### config.mk
export PLATFORM = sky130hd
export DESIGN_NAME = straw_tdc_packer
export DESIGN_NICKNAME = d
export VERILOG_FILES = /design/src/rtl/straw_tdc_packer.sv
export SDC_FILE = /design/constraint.sdc
export NUM_CORES = 1
export LEC_CHECK = 0
export BUFFER_PORTS_ARGS = -buffer_cell sky130_fd_sc_hd__buf_2
export CORE_MARGIN = 2
export CORE_UTILIZATION = 65
export DETAILED_ROUTE_END_ITERATION = 8
export GPL_TIMING_DRIVEN = 0
export PLACE_DENSITY = 0.83
export SYNTH_ARGS = -nofsm -noshare
export SYNTH_HDL_FRONTEND = slang
export SYNTH_SLANG_ARGS = --single-unit
### constraint.sdc
create_clock -name clk -period 7.7 [get_ports clk]
set_input_delay 0.77 -clock clk [delete_from_list [all_inputs] [get_ports clk]]
set_output_delay 0.77 -clock clk [all_outputs]
set_load 0.01 [all_outputs]
### src/rtl/straw_tdc_packer.sv
module straw_tdc_packer #(
  parameter int NCH    = 16,
  parameter int CNT_W  = 30,
  parameter int FINE_W = 4,
  parameter int DEPTH  = 16
) (
  input  logic                           clk,
  input  logic                           rst_n,
  input  logic [NCH-1:0]                 hit_strobe,
  input  logic [NCH-1:0]                 hit_rise,
  input  logic [NCH*FINE_W-1:0]          hit_phase,
  input  logic                           bc_clear,
  input  logic                           pop,
  output logic [CNT_W+FINE_W+$clog2(NCH)+1:0] out_word,
  output logic                           out_valid,
  output logic                           overflow
);
  localparam int ID_W   = $clog2(NCH);
  localparam int WORD_W = CNT_W + FINE_W + ID_W + 2;
  localparam int AW     = $clog2(DEPTH);

  logic [CNT_W-1:0]  bx;
  logic [NCH-1:0]    pend, lost, capt, drop, gnt_1h;
  logic [WORD_W-1:0] slot [NCH];
  logic [WORD_W-1:0] mem  [DEPTH];
  logic [AW-1:0]     wp, rp;
  logic [AW:0]       used;
  logic [ID_W-1:0]   gid;
  logic              full, gnt_v, take;

  always_ff @(posedge clk or negedge rst_n)
    if (!rst_n) bx <= '0;
    else        bx <= bc_clear ? '0 : bx + CNT_W'(1);

  always_comb begin
    gid = '0;
    for (int i = NCH - 1; i >= 0; i--)
      if (pend[i]) gid = ID_W'(i);
  end

  assign full   = (used == (AW+1)'(DEPTH));
  assign take   = pop && (used != '0);
  assign gnt_v  = (|pend) && !full;
  assign gnt_1h = gnt_v ? ({{(NCH-1){1'b0}}, 1'b1} << gid) : '0;
  assign capt   = hit_strobe & {NCH{!full}} & (~pend | gnt_1h);
  assign drop   = hit_strobe & ~capt;

  always_ff @(posedge clk or negedge rst_n)
    if (!rst_n) begin
      pend     <= '0;
      lost     <= '0;
      overflow <= 1'b0;
    end else begin
      pend     <= (pend & ~gnt_1h) | capt;
      lost     <= (lost & ~capt) | drop;
      overflow <= overflow | (|drop);
    end

  always_ff @(posedge clk)
    for (int i = 0; i < NCH; i++)
      if (capt[i])
        slot[i] <= {lost[i], bx, hit_phase[i*FINE_W +: FINE_W], hit_rise[i], ID_W'(i)};

  always_ff @(posedge clk)
    if (gnt_v) mem[wp] <= slot[gid];

  always_ff @(posedge clk or negedge rst_n)
    if (!rst_n) begin
      wp   <= '0;
      rp   <= '0;
      used <= '0;
    end else begin
      if (gnt_v) wp <= wp + AW'(1);
      if (take)  rp <= rp + AW'(1);
      used <= used + (AW+1)'(gnt_v) - (AW+1)'(take);
    end

  assign out_word  = mem[rp];
  assign out_valid = (used != '0);

  AST_BX_STEP:    assert property (@(posedge clk) disable iff (!rst_n) !bc_clear |=> bx == $past(bx) + CNT_W'(1));
  AST_BX_CLEAR:   assert property (@(posedge clk) disable iff (!rst_n) bc_clear |=> bx == '0);
  AST_USED_BOUND: assert property (@(posedge clk) disable iff (!rst_n) used <= (AW+1)'(DEPTH));
  AST_EMPTY_IDLE: assert property (@(posedge clk) disable iff (!rst_n) (!out_valid && !(|pend)) |=> !out_valid);
  AST_FULL_HOLD:  assert property (@(posedge clk) disable iff (!rst_n) (full && !pop) |=> used == $past(used));
  AST_OVF_STICKY: assert property (@(posedge clk) disable iff (!rst_n) overflow |=> overflow);
  AST_DROP_FLAG:  assert property (@(posedge clk) disable iff (!rst_n) (|(hit_strobe & pend & ~gnt_1h)) |=> overflow);
endmodule

==> results.cfg, run 1 <==
[global_route]
overflow = 0
grt_pass1_vias = 31800
grt_max_degree = 61
antenna_found_initial = 0
grt_pass1_wl_um = 208000
grt_usage_pct = 36.9

[clock_tree]
numCtsBuffers = 120
htreeDepth = 3
clkTransAtPathRegs_ps = 60
cts_root_buffer = clkbuf_16
cts-resized-gates = 0
cts_tree = built
clockBufferDepth = 3
cts_sinks = 1292
worst_skew_pair.late_latency_ps = 690

[die]
io_pins = 142
rows = 101
die_h_um = 282
start_util_pct = 65.9
dieArea_mm2 = 0.0795
die_w_um = 282
coreArea_mm2 = 0.0762

[synthesis]
ys_ff_latch = 1292
synth_top_area_cell = edfxtp_1
synthCells = 2978
seq_area_frac_synth_pct = 76.5
syn_area_mm2 = 0.0502
synth.area.top_cells = edfxtp_1, mux4_2, nand2_1
ys_types = 65
synth.top_cell.area_share_pct = 72.7
synthTopCellsByCount = edfxtp_1, nand2_1, a21oi_1, mux4_2, clkbuf_1
syn_nets = 3091
yosysMostFrequentCell = edfxtp_1
yosysWarnings = 0
synth_edf_count = 1216
synthArstFlopShare_pct = 5.88
syn_area_per_cell_um2 = 16.9
synth-main-ff-cell = edfxtp_1

[critical_path]
cp_slowest_cell = buf_1
crit_path_start = rp[0]
critPathCaptureType = output pin
r2r_end = mem[14][24]
critPathRequiredTime_ps = 6930
critPathCapture = out_word[36]
crit_chain = clkbuf_1, buf_2, buf_1, mux4_2, mux4_2, buf_2
crit_family = buffers and inverters
cp-start-kind = flip-flop
r2r-start = pend[1]
ff2ff_setup_slack_ps = 2830
path_depth = 6
worst-path-buf-inv = 4
cp.arrival_ps = 4290
cp_max_fo = 10
max_stage_delay_ps = 940
reg2regPathDepth = 9
crit_type = flip-flop to output pin

[final_layout]
nNetsFinal = 3438
area_growth_pct = 15.5
fillers = 3964
register_area_mm2 = 0.0384
fin_area_mm2 = 0.0580
multi_input_area_mm2 = 0.0115
layout-drive-gt1-share_pct = 21.0
utilization_pct = 76.2

[placement]
place.gp.congestion = 0.897
hpwl_um = 87500
dpl_cell_area_mm2 = 0.0541
io_buffers = 140

[timing]
fin_skew_ps = 27.1
setup_violations = 0
report.final.slew_viol_count = 0
fmax_ghz = 0.198
fin_hold_ws_ps = 250
tns_ps = 0
fin_crit_sh_pct = 65.8
relSlewSlack_pct = 8.44
rsz0062_at_grt = false
min_period_ps = 5060
finalHoldViolCount = 0
worstMarginPinSlew_ps = 1370

[route]
drc_errors = 0
drt-initial-drc-count = 4879
ant_nets = 0
viasPerCell = 7.00
first_pass_iters = 6
drt-total-wl_um = 144000
vias = 31200
wl_per_cell_um = 32.4

[power]
power_mw = 20.9
swShare_pct = 30.8
power.share.clock_pct = 28.7
power.switching_mw = 6.45
seqPwrFrac_pct = 43.7
power_density_mw_per_mm2 = 360
p_int_mw = 14.5
ir_worst_vdd_v = 0.000238
share_comb_of_total_power_pct = 27.7
p_leak_nw = 19.8

[run]
drv_cap = 0

[min_path]
min_path_type = input pin to flip-flop

[status]
status = finished, final reports clean
==> layout make-up <==
type | instances | share of cell area (%)
buffer | 170 | 1.25
antenna | 1 | 0.00431
sequential | 1292 | 66.2
timing repair buffer | 225 | 3.58
multi-input combinational | 1491 | 19.8
clock inverter | 58 | 1.02
clock buffer | 169 | 5.77
inverter | 25 | 0.166
tap | 1030 | 2.22
==> layout by cell type, fill, tap and decap left out, types with 5 or more instances in the layout <==
cell type and n:
xor2_1 21, or4_1 7, clkbuf_8 10, clkbuf_16 123, a21oi_4 8, bufinv_16 12
dfrtp_1 76, o21ai_0 48, nand2b_1 5, or3_1 6, buf_6 30, xnor2_1 14
nand3_1 16, nor3_2 5, a22oi_1 32, buf_4 16, o311ai_2 32, buf_16 15
ha_1 12, nand2_1 515, nand4_1 10, buf_2 178, nor4_1 7, a21oi_1 359
clkinv_1 17, edfxtp_1 1216, clkinv_2 22, inv_1 23, a211oi_1 12, nor2_4 14
nor2_1 78, inv_6 5, buf_12 25, clkbuf_1 138, mux4_2 200, a21o_1 15
buf_1 23
==> how the worst min path moves through the flow <==
stage,cells past startpoint,to,start,slack [ps]
after floorplan,0,slot[0][39],lost[0],420
after global placement,0,slot[15][39],lost[15],430
after detailed placement,0,slot[15][39],lost[15],430
after CTS,1,slot[1][4],hit_rise[1],230
after global routing,1,slot[0][4],hit_rise[0],230
final,1,slot[1][4],hit_rise[1],250
==> state kept, by name, indices dropped and copies added, names as in the netlist <==
name and cells:
mem 640, slot 576, bx 30, lost 16, pend 16, used 5
rp 4, wp 4, overflow 1
==> routing by layer <==
layer	share of wire [%]	GRT usage (%)	up-vias	wire length, µm
met5	0	0	-	0
met4	5.9	18.9	0	8590
met3	12	7.29	615	17000
li1	-	-	12200	-
met1	32	46.5	15600	46600
met2	50	61.7	2787	72200
==> kinds of logic after synthesis <==
family	share of synthesized area (%)
XOR/XNOR	0.610
adder cells (fa/ha/maj)	0.339
buffers and inverters	1.64
AO/OA/AOI/OAI	6.21
multiplexers	9.09
AND/OR/NAND/NOR	5.66
flip-flops	76.5
==> power by group through the flow <==
stage / Clock, mW / Combinational, mW / Sequential [mW]
floorplan: 0 / 3.23 / 9.16
global placement: 0 / 4.87 / 9.26
detailed placement: 0 / 5.57 / 9.22
CTS: 5.99 / 5.71 / 9.13
global route: 6.24 / 6.01 / 9.16
finish: 6.00 / 5.79 / 9.13
==> per-stage QoR <==
stage / setup WS, ps / std cells
6_report: 2640 / 4461
5_1_grt: 2520 / 4460
4_1_cts: 2600 / 4460
3_5_place_dp: 2710 / 4232
3_3_place_gp: -663 / 4148
2_1_floorplan: 2860 / 2978
==> worst reg2reg max path, stage by stage, from the launching register on <==
cell	delay [ps]
dfrtp_1	370
clkbuf_1	260
nor4_1	590
nand2_1	130
nor2_1	1000
nand2_1	810
clkbuf_1	500
a21oi_1	340
a22oi_1	200
o311ai_2	320
==> timing repair <==
item,in CTS,in global routing
buffers inserted,0,0
hold buffers,1,0
endpoints found under the hold margin,16,0
Power figures use the tool's default switching activity.
==> inputs of run 2 (changes only) <==
--- a/config.mk
+++ b/config.mk
@@ -7,10 +7,10 @@
 export LEC_CHECK = 0
 export BUFFER_PORTS_ARGS = -buffer_cell sky130_fd_sc_hd__buf_2
 export CORE_MARGIN = 2
-export CORE_UTILIZATION = 65
+export CORE_UTILIZATION = 62
 export DETAILED_ROUTE_END_ITERATION = 8
 export GPL_TIMING_DRIVEN = 0
-export PLACE_DENSITY = 0.83
+export PLACE_DENSITY = 0.79
 export SYNTH_ARGS = -nofsm -noshare
 export SYNTH_HDL_FRONTEND = slang
 export SYNTH_SLANG_ARGS = --single-unit
==> constraint.sdc (replaced) <==
create_clock -name clk -period 5.1 [get_ports clk]
set_input_delay 0.51 -clock clk [delete_from_list [all_inputs] [get_ports clk]]
set_output_delay 0.51 -clock clk [all_outputs]
set_load 0.01 [all_outputs]
==> results.cfg, run 2 (synthesis results as in run 1) <==
[status]
status = finished, final reports clean

[timing]
setup_violations = 0
fin_crit_sh_pct = 89.7
worstMarginPinSlew_ps = 1260
fin_skew_ps = 38.4
report.final.slew_viol_count = 0
min_period_ps = 4580
fmax_ghz = 0.219
finalHoldViolCount = 0
relSlewSlack_pct = 15.9
fin_hold_ws_ps = 18.5
rsz0062_at_grt = false

[power]
p_int_mw = 21.5
power_density_mw_per_mm2 = 531
share_comb_of_total_power_pct = 27.5
power.switching_mw = 9.59
power.share.clock_pct = 28.2
swShare_pct = 30.9
p_leak_nw = 19.9
seqPwrFrac_pct = 44.3
ir_worst_vdd_v = 0.000394

[die]
dieArea_mm2 = 0.0833
rows = 104
start_util_pct = 62.5
coreArea_mm2 = 0.0804
io_pins = 142
die_h_um = 289
die_w_um = 289

[route]
drc_errors = 0
wl_met2_um = 72100
drt-total-wl_um = 141000
vias = 30800
ant_nets = 0
viasPerCell = 6.77
wl_met1_um = 46700
wl_per_cell_um = 31.0
top_layer = met4
wl_met3_um = 15100
drt-initial-drc-count = 4584
first_pass_iters = 6

[final_layout]
largest_register = mem
mostFrequentLayoutCells = edfxtp_1, nand2_1, a21oi_1, mux4_2, buf_2
largest_reg_flops = 640
final_common_cell = edfxtp_1
layout-drive-gt1-share_pct = 20.4
area_growth_pct = 16.3
largestRegisters = mem x640, slot x576, bx x30
nNetsFinal = 3505
fin_cells = 4553
diodes = 0

[clock_tree]
cts_sinks = 1292
htreeDepth = 3
clockBufferDepth = 3
numCtsBuffers = 119
worst_skew_pair.late_latency_ps = 700
cts_root_buffer = clkbuf_16
cts_tree = built
clkTransAtPathRegs_ps = 60

[critical_path]
reg2regPathDepth = 9
critPathRequiredTime_ps = 4590
max_stage_delay_ps = 850
critPathCaptureType = output pin
cp.arrival_ps = 4070
ff2ff_setup_slack_ps = 530
cp_slowest_cell = buf_1
r2r-start = pend[15]
cp-start-kind = flip-flop
crit_type = flip-flop to output pin
r2r_end = mem[2][33]
crit_chain = clkbuf_1, buf_2, buf_1, mux4_2, mux4_2, buf_2
cp_max_fo = 10

[min_path]
min_path_type = input pin to flip-flop
holdPathStages = 1
hold_end = slot[10][5]
worstHoldStart = hit_phase[40]

[run]
drv_cap = 0

[placement]
place.gp.congestion = 0.883
hpwl_um = 85300
dp_cells = 4256
io_buffers = 140

[global_route]
grt_pass1_vias = 31500
grt_pass1_wl_um = 205000
grt_usage_pct = 34.4
grt_max_degree = 61
overflow = 0
antenna_found_initial = 1
[run 2: cell types whose count changed in the layout (fill, tap and decap cells not counted), moves of 4 or more]
cell           before  now
dlygate4sd3_1       1   74
buf_16             15    9
buf_4              16   21
clkbuf_8           10    5
clkinvlp_4          2    6
bufinv_16          12    8
clkinv_4            0    5
[run 2: area by class of cell]
class	instances	area (µm²)
repair buffers	293	2620
well taps	1060	1330
plain buffers	170	726
fillers	4530	22000
clock inverters	60	544
inverters	25	96.3
clock buffers	162	3210
multi-input cells	1491	11500
flip-flops and latches	1292	38400
[run 2: critical path, delay by kind of cell (launching register included)]
family / cells / cell delay (ps)
buffers and inverters: 4 / 1780
flip-flops: 1 / 360
multiplexers: 2 / 1230
[run 2: worst max-delay path by stage]
stage / start / to / slack, ps / depth (start not counted)
floorplan: used[2] / mem[3][0] / 260 / 7
global placement: used[2] / mem[3][22] / -3140 / 7
detailed placement: pend[1] / mem[5][33] / 290 / 9
CTS: pend[1] / mem[1][34] / 160 / 9
global route: rp[0] / out_word[39] / 330 / 6
finish: rp[0] / out_word[39] / 520 / 6
[run 2: metal layers]
| metal | track usage [%] | vias to the layer above |
|---|---|---|
| li1 | - | 12400 |
| met1 | 43.0 | 15400 |
| met2 | 59.3 | 2499 |
| met3 | 6.22 | 503 |
| met4 | 15.3 | 0 |
| met5 | 0 | - |
[run 2: power by group through the flow]
stage	clock network, mW	logic, mW	registers, mW
floorplan	0	4.88	13.8
global placement	0	7.41	14.0
detailed placement	0	8.29	13.9
CTS	8.70	8.48	13.7
global route	9.10	8.97	13.8
finish	8.74	8.55	13.8
[run 2: what timing repair did]
action | CTS | global route
buffers inserted | 0 | 0
hold buffers | 74 | 0
hold endpoints to repair | 89 | 0
endpoints found under the setup margin | 0 | 32
gates resized for setup | 0 | 1
[run 2: stage by stage]
step	setup slack, ps	total power [mW]	cell area (µm²)	utilization (%)	TNS, ps
after global placement	-3140	21.4	52300	65.0	-1390790
after global routing	328	31.9	58400	72.7	0
final	525	31.0	58400	72.7	0
after detailed placement	289	22.2	53900	67.0	0
after CTS	162	30.9	58400	72.6	0
after floorplan	257	18.7	50200	-	0
